===== src/rtl/vma_pkg.sv =====
package vma_pkg;
    typedef enum logic [1:0] {
        SEL_NONE = 2'd0,
        SEL_TEXT = 2'd1,
        SEL_ATTR = 2'd2
    } buf_sel_e;
endpackage


===== src/rtl/vma_window.sv =====
module vma_window #(
    parameter int COL_W    = 10,
    parameter int ROW_W    = 10,
    parameter int H_ACTIVE = 640,
    parameter int V_ACTIVE = 480,
    parameter int H_TOTAL  = 800,
    parameter int PREFETCH = 8
) (
    input  logic [COL_W-1:0] col,
    input  logic [ROW_W-1:0] row,
    output logic             in_win,
    output logic             in_pre
);
    localparam logic [COL_W-1:0] PRE_START = COL_W'(H_TOTAL - PREFETCH);
    localparam logic [COL_W-1:0] COL_END   = COL_W'(H_ACTIVE);
    localparam logic [ROW_W-1:0] ROW_END   = ROW_W'(V_ACTIVE);

    always_comb begin
        in_pre = (col >= PRE_START);
        in_win = (row < ROW_END) && ((col < COL_END) || in_pre);
    end
endmodule


===== src/rtl/vma_decode.sv =====
module vma_decode
    import vma_pkg::*;
#(
    parameter int              ADDR_W    = 16,
    parameter int              MEM_AW    = 12,
    parameter logic [15:0]     TEXT_BASE = 16'hE000,
    parameter logic [15:0]     ATTR_BASE = 16'hD000
) (
    input  logic [ADDR_W-1:0] addr,
    output buf_sel_e          sel
);
    localparam int TAG_W = ADDR_W - MEM_AW;
    localparam logic [ADDR_W-1:0] TB = ADDR_W'(TEXT_BASE);
    localparam logic [ADDR_W-1:0] AB = ADDR_W'(ATTR_BASE);
    localparam logic [TAG_W-1:0] TEXT_TAG = TB[ADDR_W-1:MEM_AW];
    localparam logic [TAG_W-1:0] ATTR_TAG = AB[ADDR_W-1:MEM_AW];

    logic [TAG_W-1:0] tag;

    always_comb begin
        tag = addr[ADDR_W-1:MEM_AW];
        if (tag == TEXT_TAG)      sel = SEL_TEXT;
        else if (tag == ATTR_TAG) sel = SEL_ATTR;
        else                      sel = SEL_NONE;
    end
endmodule


===== src/rtl/vma_disp_addr.sv =====
module vma_disp_addr #(
    parameter int COL_W    = 10,
    parameter int ROW_W    = 10,
    parameter int MEM_AW   = 12,
    parameter int CHAR_W   = 8,
    parameter int CHAR_H   = 16,
    parameter int H_ACTIVE = 640
) (
    input  logic [COL_W-1:0]  col,
    input  logic [ROW_W-1:0]  row,
    input  logic              in_pre,
    output logic [MEM_AW-1:0] addr
);
    localparam int TEXT_COLS = H_ACTIVE / CHAR_W;
    localparam int CW_SH     = $clog2(CHAR_W);
    localparam int CH_SH     = $clog2(CHAR_H);

    logic [ROW_W-1:0] char_row;
    logic [COL_W-1:0] char_col;

    always_comb begin
        char_row = row >> CH_SH;
        char_col = in_pre ? '0 : (col >> CW_SH);
        addr     = MEM_AW'(char_row) * MEM_AW'(TEXT_COLS) + MEM_AW'(char_col);
    end
endmodule


===== src/rtl/vma_arbiter.sv =====
module vma_arbiter
    import vma_pkg::*;
#(
    parameter int COL_W    = 10,
    parameter int ROW_W    = 10,
    parameter int ADDR_W   = 16,
    parameter int DATA_W   = 8,
    parameter int MEM_AW   = 12,
    parameter int H_ACTIVE = 640,
    parameter int V_ACTIVE = 480,
    parameter int H_TOTAL  = 800,
    parameter int PREFETCH = 8,
    parameter int CHAR_W   = 8,
    parameter int CHAR_H   = 16
) (
    input  logic              clk,
    input  logic              rst_n,
    input  logic [COL_W-1:0]  scan_col,
    input  logic [ROW_W-1:0]  scan_row,
    input  logic [ADDR_W-1:0] cpu_addr,
    input  logic              cpu_rd,
    input  logic              cpu_wr,
    input  logic [DATA_W-1:0] cpu_wdata,
    input  logic [DATA_W-1:0] text_rdata,
    input  logic [DATA_W-1:0] attr_rdata,
    output logic [MEM_AW-1:0] vmem_addr,
    output logic [DATA_W-1:0] vmem_wdata,
    output logic              text_we,
    output logic              attr_we,
    output logic [DATA_W-1:0] cpu_rdata,
    output logic              cpu_clk_en
);
    typedef struct packed {
        logic [DATA_W-1:0] rdata;
    } arb_state_t;

    arb_state_t st_d, st_q;

    logic              in_win, in_pre;
    buf_sel_e          sel;
    logic [MEM_AW-1:0] disp_addr;
    logic              hit, busy, grant, stall;

    vma_window #(
        .COL_W(COL_W), .ROW_W(ROW_W), .H_ACTIVE(H_ACTIVE),
        .V_ACTIVE(V_ACTIVE), .H_TOTAL(H_TOTAL), .PREFETCH(PREFETCH)
    ) u_window (
        .col(scan_col), .row(scan_row), .in_win(in_win), .in_pre(in_pre)
    );

    vma_decode #(
        .ADDR_W(ADDR_W), .MEM_AW(MEM_AW)
    ) u_decode (
        .addr(cpu_addr), .sel(sel)
    );

    vma_disp_addr #(
        .COL_W(COL_W), .ROW_W(ROW_W), .MEM_AW(MEM_AW),
        .CHAR_W(CHAR_W), .CHAR_H(CHAR_H), .H_ACTIVE(H_ACTIVE)
    ) u_disp (
        .col(scan_col), .row(scan_row), .in_pre(in_pre), .addr(disp_addr)
    );

    always_comb begin
        hit        = (sel != SEL_NONE);
        busy       = cpu_rd || cpu_wr;
        grant      = hit && !in_win;
        stall      = busy && hit && in_win;
        cpu_clk_en = !stall;
        vmem_addr  = in_win ? disp_addr : cpu_addr[MEM_AW-1:0];
        vmem_wdata = cpu_wdata;
        text_we    = cpu_wr && grant && (sel == SEL_TEXT);
        attr_we    = cpu_wr && grant && (sel == SEL_ATTR);

        st_d = st_q;
        if (cpu_rd && grant) begin
            st_d.rdata = (sel == SEL_TEXT) ? text_rdata : attr_rdata;
        end
        cpu_rdata = st_q.rdata;
    end

    always_ff @(posedge clk) begin
        if (!rst_n) st_q <= '0;
        else        st_q <= st_d;
    end


    no_win_write_chk: assert property (@(posedge clk) disable iff (!rst_n)
        in_win |-> !(text_we || attr_we));


    single_we_chk: assert property (@(posedge clk) disable iff (!rst_n)
        $onehot0({text_we, attr_we}));


    win_stall_chk: assert property (@(posedge clk) disable iff (!rst_n)
        (busy && hit && in_win) |-> !cpu_clk_en);


    miss_no_stall_chk: assert property (@(posedge clk) disable iff (!rst_n)
        (sel == SEL_NONE) |-> cpu_clk_en);


    rdata_hold_chk: assert property (@(posedge clk) disable iff (!rst_n)
        !(cpu_rd && hit && !in_win) |=> $stable(cpu_rdata));


    cpu_addr_route_chk: assert property (@(posedge clk) disable iff (!rst_n)
        (!in_win) |-> (vmem_addr == cpu_addr[MEM_AW-1:0]));
endmodule


===== config.mk =====
export PLATFORM = sky130hd
export DESIGN_NAME = vma_arbiter
export DESIGN_NICKNAME = d
export VERILOG_FILES = /design/src/rtl/vma_pkg.sv /design/src/rtl/vma_window.sv /design/src/rtl/vma_decode.sv /design/src/rtl/vma_disp_addr.sv /design/src/rtl/vma_arbiter.sv
export SDC_FILE = /design/constraint.sdc
export NUM_CORES = 1
export LEC_CHECK = 0
export BUFFER_PORTS_ARGS = -buffer_cell sky130_fd_sc_hd__buf_2
export CORE_AREA = 2 2 45 68
export DETAILED_ROUTE_END_ITERATION = 10
export DIE_AREA = 0 0 47 70
export GPL_TIMING_DRIVEN = 1
export PLACE_DENSITY_LB_ADDON = 0.05
export RECOVER_POWER = 50
export SLEW_MARGIN = 20
export SYNTH_ARGS = -nofsm -noshare
export SYNTH_HDL_FRONTEND = slang
export SYNTH_SLANG_ARGS = --single-unit

===== constraint.sdc =====
create_clock -name clk -period 5.7 [get_ports clk]
set_clock_uncertainty 0.1 [all_clocks]
set_input_delay 0.285 -clock clk [delete_from_list [all_inputs] [get_ports clk]]
set_output_delay 0.285 -clock clk [all_outputs]
set_load 0.05 [all_outputs]

## After elaboration in Yosys (flattened, before gate mapping)

Index checks and enable logic that the tools add are counted.

- Bits in registers: 8
- Bits of input ports: 64
- Output and inout port bits: 31

- Add/subtract/negate cells: 1
- $mul: 1
- $lt $le $gt $ge: 3
- Equality and inequality tests: 4
- Mux-type cells: 5
- Reduce and logical (&&, ||, !) cells: 13

Operators by type and width:

| kind | count |
|---|---|
| $add A12 B7 Y12 | 1 |
| $mux W12 | 1 |
| $ge A10 B10 Y1 const B | 1 |
| $lt A10 B10 Y1 const B | 1 |
| $lt A10 B9 Y1 const B | 1 |
| $eq A4 B4 Y1 const B | 2 |
| $logic_and A1 B1 Y1 | 8 |
| $mul A6 B3 Y8 const B | 1 |
| $mux W8 | 1 |
| $mux W7 | 1 |
| $mux W2 | 2 |
| $eq A2 B1 Y1 const B | 1 |
| $eq A2 B2 Y1 const B | 1 |
| $logic_not A1 Y1 | 2 |
| $logic_or A1 B1 Y1 | 2 |
| $reduce_bool A2 Y1 | 1 |

## Depth between registers and ports, before layout

- Depth in word-level cells: 7
- Gate-level depth with buffers: 10
- Depth with buffers taken out: 10

## Hierarchy

Synthesis repeated with hierarchy kept, for this count alone.

- Cell total of the unflattened synthesis: 129
- Area total of the unflattened synthesis: 1162.4 um^2

By module, submodules not included:

| module | times used | cells each | area each (um^2) | seq. area each (um^2) |
|---|---|---|---|---|
| vma_arbiter | 1 | 76 | 700.7 | 160.2 |
| vma_disp_addr | 1 | 45 | 392.9 | 0.0 |
| vma_window | 1 | 6 | 48.8 | 0.0 |
| vma_decode | 1 | 2 | 20.0 | 0.0 |

## Worst setup path before layout

No wires, ideal clock.

- Kind: input port to output port
- From: in scan_row[5]
- To: out vmem_addr[11]
- Data arrival time: 3173 ps
- Data required time: 5315 ps
- Slack: 2142 ps
- Stages on the path: 9
- Buffers on the path: 0
- Cells stage by stage: ha_1 -> ha_1 -> inv_1 -> fa_1 -> nand2b_1 -> nor2_1 -> or4b_1 -> xnor2_1 -> o21ai_0

- Cells in the longest elaborated chain, start to end: 3

Ends and longest elaborated chain:

| what | RTL line | source |
|---|---|---|
| start, declared | vma_arbiter.sv:19 | `input logic [ROW_W-1:0] scan_row,` |
| $mul A6 B3 Y8 or $lt A10 B9 Y1 (tied branches) | vma_disp_addr.sv:24, vma_window.sv:20 |  |
| $add A12 B7 Y12 or $logic_and A1 B1 Y1 (tied branches) | vma_disp_addr.sv:24, vma_window.sv:20 |  |
| $mux W12 * | vma_arbiter.sv:70 | `vmem_addr = in_win ? disp_addr : cpu_addr[MEM_AW-1:0];` |
| end, declared | vma_arbiter.sv:26 | `output logic [MEM_AW-1:0] vmem_addr,` |

Every way passes the cells marked *; elsewhere a longest branch is shown, timed or not.

## Final worst setup path

Same ends and word-level chain as after synthesis.

==> summary.md <==
| Metric | Value |
|---|---|
| Status | `finished, violations left` |
| Violated checks | `max-capacitance violations, max-slew violations` |
| Crit path largest cell delay | `460 ps` |
| Hold Vio Cnt, Final | `0` |
| Worst setup SP type | `primary input` |
| Worst path slowest cell | `fa_1` |
| Post-CTS Resized | `0` |
| Global route overflow | `0` |
| Routed Antenna Nets | `0` |
| Adder-cell share of the synthesized area | `16.6%` |
| EDFF count, synth | `0` |
| Simple-Gate Fraction of Synth Area | `between 20% and 30%` |
| Worst Setup End Kind | `output port` |
| Detailed Route WL | `~2.6 mm` |
| N_diodes | `0` |
| Post-synth top area share | `about 15%` |
| Die X | `~47 um` |
| Cells after Synth | `about 140` |
| Fraction of layout cells with a size suffix above 1 | `between 30% and 40%` |
| Largest family of logic cells by synthesized area | `simple AND/OR/NAND/NOR gates` |
| CTS Hold Buffers Added | `0` |
| Setup Fix Bufs, Post-CTS | `0` |
| Vias | `~1200` |
| Placer Congestion | `~0.8` |
| Initial antenna violation count | `0` |
| Dominant cell type by area after synthesis | `dfxtp_1` |
| Clock-pin slew on the worst setup and hold paths | `roughly 40 ps` |
| Placed Instances | `roughly 240` |
| Area of the mapped netlist | `between 0.001 and 0.0015 mm2` |
| Setup violations, final | `0` |
| Residual DRC | `0` |
| Htree depth | `1` |
| Die area | `around 0.0033 mm2` |
| Non-Filler Instances | `238` |
| Routed WL per cell | `approximately 11 um` |
| Clk sinks | `8` |
| Leakage | `~0.84 nW` |
| First-pass GRT wire length | `about 4.2 mm` |
| Synth-to-layout area growth | `30.6%` |
| Synthesis Warnings | `0` |
| Crit path cell chain | `buf_2, ha_1, ha_1, inv_1, fa_1, nand2b_1, nor2_1, or4b_1, xnor2_1, o21ai_0, buf_2` |
| Clock tree buffer depth | `2` |
| Vias per cell | `between 4 and 5` |
| Register bit total from synthesis | `8` |
| Fin crit share | `55.1%` |
| Die Ht | `approximately 70 um` |
| Most instantiated library cell after synthesis | `nand2_1` |
| Post-synth top cells | `nand2_1 (27), o21ai_0 (12), ha_1 (11), buf_4 (9)` |
| Largest net degree at the start of global routing | `27` |
| CP max FO | `4` |
| Crit-path leading delay family | `adder cells` |
| Count of unique library cells instantiated by Yosys | `32` |
| Pins Over Slew Limit | `27` |
| Synth Area in Compound Gates | `roughly a fifth` |
| Global Route Usage Sum | `between 10% and 20%` |
| Min-Delay Path Class | `in2reg` |
| Worst-Margin Slew | `roughly 1500 ps` |
| Mux cell area share after synthesis | `around 8.5%` |
| Row Count | `24` |
| Data arrival, critical path | `between 2000 and 3000 ps` |
| Clock Tree Root | `clkbuf_8` |
| Post-Syn Area per Cell | `7.69 um2` |
| Required @ worst endpoint | `5320 ps` |
| Top post-synthesis cells by area | `dfxtp_1 (15%), ha_1 (13%), nand2_1 (9.5%)` |
| WP buf/inv | `3` |
| Critical path class | `in2out` |
| Number of global-route vias before repair | `1129` |
| Starting Density | `between 30 and 40%` |
| Port buffer count | `71` |
| Period minus WS final | `between 3000 and 4000 ps` |
| TritonCTS clock tree | `yes` |
| Peak Freq | `about 320 MHz` |
| DR iter-0 viols | `11` |
| DR pass1 iterations | `4` |
| RSZ-0062 raised after global routing | `false` |
| Core ar. | `0.00276 mm2` |
| # IOs | `95` |
| DP Wirelength | `roughly 2.3 mm` |
| Number of flip-flops in the largest register | `8` |
| Synth Net Count | `about 220` |
| Clock buffer count from CTS | `3` |
| Clk_lat worst skew | `roughly 230 ps` |
| Total Nets Final | `between 200 and 300` |
| Maxcap violations | `1` |
| Max IR drop VDD | `approximately 0.13 mV` |
| Asr flop ratio synth | `0%` |
| Sequential area share after synthesis | `between 10% and 20%` |
| Post-synthesis xor/xnor area fraction | `7.38%` |
| Total power draw | `around 0.00027 W` |
| Primary FF master, synth | `dfxtp_1` |
| Pwr Density | `195 mW/mm2` |
| Setup TNS | `0 ps` |
| Relative slew slack | `-0.850%` |
path summary, 6_finish.rpt:
kind	slack [ps]	end	startpoint	cells past startpoint
worst min register to register	390	cpu_rdata[4]$_SDFFE_PN0P_	cpu_rdata[4]$_SDFFE_PN0P_	1
worst max register to register	4960	cpu_rdata[0]$_SDFFE_PN0P_	cpu_rdata[0]$_SDFFE_PN0P_	1
worst max-delay path	2560	vmem_addr[11]	scan_row[5]	11
worst min-delay path	260	cpu_rdata[6]$_SDFFE_PN0P_	rst_n	2
report_power, final:
group          switching [W]  internal (W)   total, W
clock network      0.0000237     0.0000459  0.0000696
registers        0.000000859     0.0000579  0.0000588
logic              0.0000949     0.0000493   0.000144
cell type report:
cell class              count  area (um2)
fillers                   306        1370
multi-input cells         109         771
repair buffers             71         344
flip-flops and latches      8         160
well taps                  39        48.8
clock buffers               3        41.3
inverters                   8        30.0
cell usage in the layout (no fill, tap or decap), drive strengths merged, types with 4 or more instances in the layout:
master	instances
xor2	4
nand2	27
buf	62
xnor2	5
clkbuf	12
dfxtp	8
o211a	8
a21oi	4
o21ai	12
mux2i	8
nor2	8
inv	8
ha	11
through the flow:
stage               util, %  hold WS [ps]  instance area [um2]  setup WS, ps
CTS                    51.4           266                 1420          2580
global placement       49.9           376                 1380          2610
detailed placement     49.9           382                 1380          2580
finish                 50.5           264                 1400          2560
global route           50.5           270                 1400          2320
floorplan                 -           438                 1070          2140
routing by layer:
metal  global-route usage [%]  wire, um  vias to the layer above  share of wire [%]
met1                     15.5       976                      527                 37
met4                     9.88        54                        0                2.0
met5                        0         0                        -                  0
met2                     32.4      1490                       44                 56
li1                         -         -                      595                  -
met3                     1.29       129                        5                4.9
cells by family (layout without fill, tap and decap cells):
family / after synthesis / count (layout)
and+or+nand+nor: 50 / 50
AOI/OAI and AO/OA: 28 / 28
buffers and inverters: 22 / 82
adders and majority gates: 13 / 13
xor gates and xnor gates: 9 / 9
muxes: 9 / 9
DFF: 8 / 8
Note: power is estimated with default switching activity, not from simulation.
